--- src/rtl/lut_sub_table.sv ---
module lut_sub_table #(
  parameter  int unsigned IDX_W = 5,
  localparam int unsigned DEPTH = 1 << IDX_W
) (
  input  logic             clk_i,
  input  logic             rst_ni,
  input  logic             shift_en_i,
  input  logic             shift_in_i,
  output logic             shift_out_o,
  input  logic [IDX_W-1:0] idx_i,
  output logic             rd_o,
  output logic [DEPTH-1:0] bits_o
);
  logic [DEPTH-1:0] bits_q;

  always_ff @(posedge clk_i or negedge rst_ni) begin
    if (!rst_ni)         bits_q <= '0;
    else if (shift_en_i) bits_q <= {bits_q[DEPTH-2:0], shift_in_i};
  end

  assign shift_out_o = bits_q[DEPTH-1];
  assign rd_o        = bits_q[idx_i];
  assign bits_o      = bits_q;
endmodule

--- src/rtl/lut_frac_elem.sv ---
module lut_frac_elem #(
  parameter  int unsigned SUB_W = 5,
  localparam int unsigned SEL_W = SUB_W + 1,
  localparam int unsigned HALF  = 1 << SUB_W,
  localparam int unsigned TBL_W = 2 * HALF
) (
  input  logic             clk_i,
  input  logic             rst_ni,
  input  logic             cfg_en_i,
  input  logic             cfg_din_i,
  output logic             cfg_dout_o,
  input  logic [SEL_W-1:0] sel_i,
  output logic             o5_o,
  output logic             o6_o,
  output logic [TBL_W-1:0] tbl_o
);
  logic [2:0]      link;
  logic [1:0]      rd;
  logic [HALF-1:0] half_bits [2];

  assign link[0] = cfg_din_i;

  // half 0 = lower table, half 1 = upper; chain runs lower -> upper
  for (genvar h = 0; h < 2; h++) begin : g_half
    lut_sub_table #(.IDX_W(SUB_W)) i_half (
      .clk_i      (clk_i),
      .rst_ni     (rst_ni),
      .shift_en_i (cfg_en_i),
      .shift_in_i (link[h]),
      .shift_out_o(link[h+1]),
      .idx_i      (sel_i[SUB_W-1:0]),
      .rd_o       (rd[h]),
      .bits_o     (half_bits[h])
    );
  end

  assign cfg_dout_o = link[2];
  assign o5_o       = rd[0];
  assign o6_o       = sel_i[SUB_W] ? rd[1] : rd[0];
  assign tbl_o      = {half_bits[1], half_bits[0]};
endmodule

--- src/rtl/frac_lut_slice.sv ---
module frac_lut_slice #(
  parameter  int unsigned N_ELEM = 4,
  parameter  int unsigned SUB_W  = 5,
  localparam int unsigned SEL_W  = SUB_W + 1,
  localparam int unsigned TBL_W  = 2 << SUB_W,
  localparam int unsigned FLAT_W = N_ELEM * TBL_W
) (
  input  logic                    clk_i,
  input  logic                    rst_ni,
  input  logic                    cfg_en_i,
  input  logic                    cfg_din_i,
  output logic                    cfg_dout_o,
  input  logic [N_ELEM*SEL_W-1:0] sel_i,
  output logic [N_ELEM-1:0]       o5_o,
  output logic [N_ELEM-1:0]       o6_o
);
  logic [N_ELEM:0]     link;
  logic [FLAT_W-1:0]   tbl_flat;

  // serial data enters the last element (D) and leaves from element 0 (A)
  assign link[N_ELEM] = cfg_din_i;
  assign cfg_dout_o   = link[0];

  for (genvar k = 0; k < N_ELEM; k++) begin : g_elem
    logic [TBL_W-1:0] tbl;
    lut_frac_elem #(.SUB_W(SUB_W)) i_elem (
      .clk_i     (clk_i),
      .rst_ni    (rst_ni),
      .cfg_en_i  (cfg_en_i),
      .cfg_din_i (link[k+1]),
      .cfg_dout_o(link[k]),
      .sel_i     (sel_i[k*SEL_W +: SEL_W]),
      .o5_o      (o5_o[k]),
      .o6_o      (o6_o[k]),
      .tbl_o     (tbl)
    );
    // A occupies the top of the flat view so the chain is one left shift
    assign tbl_flat[(N_ELEM-1-k)*TBL_W +: TBL_W] = tbl;
  end
endmodule

--- config.mk ---
export PLATFORM = sky130hd
export DESIGN_NAME = frac_lut_slice
export DESIGN_NICKNAME = d
export VERILOG_FILES = /design/src/rtl/lut_sub_table.sv /design/src/rtl/lut_frac_elem.sv /design/src/rtl/frac_lut_slice.sv
export SDC_FILE = /design/constraint.sdc
export NUM_CORES = 1
export LEC_CHECK = 0
export BUFFER_PORTS_ARGS = -buffer_cell sky130_fd_sc_hd__buf_2
export CAP_MARGIN = 10
export CORE_MARGIN = 2
export CORE_UTILIZATION = 40
export DETAILED_ROUTE_END_ITERATION = 10
export PLACE_DENSITY = 0.51
export SLEW_MARGIN = 20
export SYNTH_ARGS = -nofsm -noshare
export SYNTH_HDL_FRONTEND = slang
export SYNTH_HIERARCHICAL = 1
export SYNTH_SLANG_ARGS = --single-unit
--- constraint.sdc ---
create_clock -name clk_i -period 2.1 [get_ports clk_i]
set_input_delay 0.42 -clock clk_i [delete_from_list [all_inputs] [get_ports clk_i]]
set_output_delay 0.42 -clock clk_i [all_outputs]
set_load 0.005 [all_outputs]
==> metrics <==
layout net count=roughly 990; leak pwr=slightly above 7 nW; pre-CTS setup slack=-324 ps; DR pass1 iterations=7; number of global-route vias before repair=7592; Worst EP arrival=2100 ps; initial antenna violation count=0; Min Clock Period, post-route=approximately 2500 ps; Max Clock Skew=5.73 ps; Post-Synthesis Cells=a little under 900; Row Count=63; Placer Congestion=0.782; DRC viols=0; vias per inst=slightly above 5; fin area=0.0140 mm^2; IO Pins=37; Worst Tran Pin Value=558 ps; reg2reg path depth=2; DR iter-0 viols=approximately 370; grt ovf=0; # fillers=2612; RSZ-0062 raised after global routing=yes; Max FO, Critical Path=3; CTS Buffer Depth=3; vias post-DR=7084; synth-to-layout area growth=16.0%; Critical Path Source Type=flip-flop; fin crit share=1.20; Final Max Slew Viols=0; Num CTS Buffers=29; Post-Syn Area=0.0121 mm^2; Max Fclk=around 0.4 GHz; Worst Hold Class=input port to flip-flop; ratio of cells with drive above 1 in the final layout=0.398; final setup vio count=8; die area=about 0.032 mm^2; Setup CP Type=flip-flop to output port; overall routed net length=22000 um; final worst slack=-415 ps; clk sinks=approximately 260; synth warn=6; Hold Crit Depth=2; Power per Cell Area=788 mW/mm^2; Initial Util=0.407; Vert. Die Dim=178 um; first-pass GRT wire length=38400 um; Hold Vio Cnt, Final=0; status=finished, violations left; maximum VDD drop=0.000444 V; Inserted Diodes=0; max reg flops=around 260; port bufs=36; CTS tree=built; critical path data required time=about 1700 ps; root buf cell=clkbuf_16; Max Cap Viol=0; Worst setup EP type=output port; largest net degree at the start of global routing=68; Syn Nets=904; clk_lat worst skew=between 500 and 600 ps; Syn Area/Cell=13.8 um^2; Total GRT Usage=0.146; hpwl dp=14900 um; H-tree levels=1; core area=0.0297 mm^2; Antenna Nets Post-Route=0; die span in x=about 180 um; Clock Pin Slew Worst Setup and Hold Paths=60 ps; drt wl/cell=16.0 um; failing checks=setup timing; slew margin rel.=0.628; Area after DPL=0.0130 mm^2
==> metal layers <==
metal | vias to the layer above | wire, um | track usage | share of wire
met5 | - | 0 | 0 | 0
met4 | 0 | 403 | 0.0355 | 0.018
met3 | 33 | 707 | 0.0229 | 0.032
met2 | 72 | 10600 | 0.244 | 0.48
met1 | 3584 | 10300 | 0.198 | 0.47
li1 | 3395 | - | - | -
==> worst max-delay path: stages (launching register included) <==
cell     delay [ps]
dfrtp_1         390
mux2i_1         210
a22oi_1         120
nand3_1          90
nand2_1          50
a311o_1         300
mux2_4          290
buf_6           120
==> metrics by stage <==
stage	util	hold slack (ps)	cells	power, mW	TNS [ps]
6_report	0.472	107	1370	11.1	-2380
5_1_grt	0.472	116	1370	11.6	-3300
4_1_cts	0.471	82.8	1365	11.3	-2670
3_5_place_dp	0.437	427	1304	6.59	-1600
3_3_place_gp	0.437	415	1304	6.55	-1490
2_1_floorplan	-	124	876	6.15	0
==> cell usage in the layout, fill, tap and decap left out, types with 2 or more instances in the layout <==
| cell | n |
|---|---|
| a21oi_2 | 3 |
| dfrtp_1 | 256 |
| nand2_1 | 48 |
| a22oi_1 | 32 |
| a211oi_1 | 8 |
| clkbuf_16 | 29 |
| nand4b_1 | 8 |
| buf_2 | 28 |
| and2_1 | 8 |
| a311o_1 | 8 |
| nor2b_1 | 8 |
| mux2_1 | 16 |
| clkbuf_1 | 9 |
| buf_6 | 6 |
| clkinv_2 | 2 |
| nand2b_1 | 8 |
| buf_12 | 18 |
| mux2_2 | 240 |
| a21oi_1 | 21 |
| nand3_1 | 16 |
| buf_4 | 51 |
| buf_8 | 2 |
| clkbuf_8 | 5 |
| mux2_4 | 4 |
| and2b_1 | 8 |
| mux2i_1 | 127 |
| nor2_1 | 8 |
==> power by group <==
group          leakage, nW  total [mW]  switching [mW]  internal (mW)
clock                0.412        4.54            1.86           2.68
combinational         3.12        1.17           0.541          0.631
sequential            3.53        5.36           0.181           5.18
total                 7.06        11.1            2.58           8.49
==> cell type report <==
| type | count | area, um^2 | share of cell area |
|---|---|---|---|
| Multi-Input combinational cell | 572 | 5310 | 0.378 |
| Sequential cell | 256 | 6410 | 0.456 |
| Clock inverter | 3 | 17.5 | 0.00125 |
| Tap cell | 390 | 488 | 0.0348 |
| Clock buffer | 43 | 828 | 0.0590 |
| Timing Repair Buffer | 106 | 991 | 0.0706 |
==> worst paths after layout <==
kind                                                                    from                                      endpoint  slack, ps
worst max register to register  g_elem[2].i_elem/g_half[1].i_half/bits_o[31]   g_elem[1].i_elem/g_half[0].i_half/bits_o[0]       1190
worst min register to register  g_elem[3].i_elem/g_half[0].i_half/bits_o[29]  g_elem[3].i_elem/g_half[0].i_half/bits_o[29]        510
worst max-delay path            g_elem[1].i_elem/g_half[0].i_half/bits_o[11]                                       o6_o[1]       -420
max in group asynchronous                                             rst_ni  g_elem[2].i_elem/g_half[0].i_half/bits_o[23]       1010
min in group asynchronous                                             rst_ni  g_elem[1].i_elem/g_half[1].i_half/bits_o[16]        450
worst min-delay path                                               cfg_din_i   g_elem[3].i_elem/g_half[0].i_half/bits_o[0]        110
==> repair_timing <==
item,in CTS,in global routing
endpoints found under the setup margin,8,8
hold endpoints to repair,59,0
gates resized for setup,6,4
hold buffers,1,0
buffers inserted,16,5
pin swaps,16,10
No activity file was read; power rests on OpenSTA's default activity.
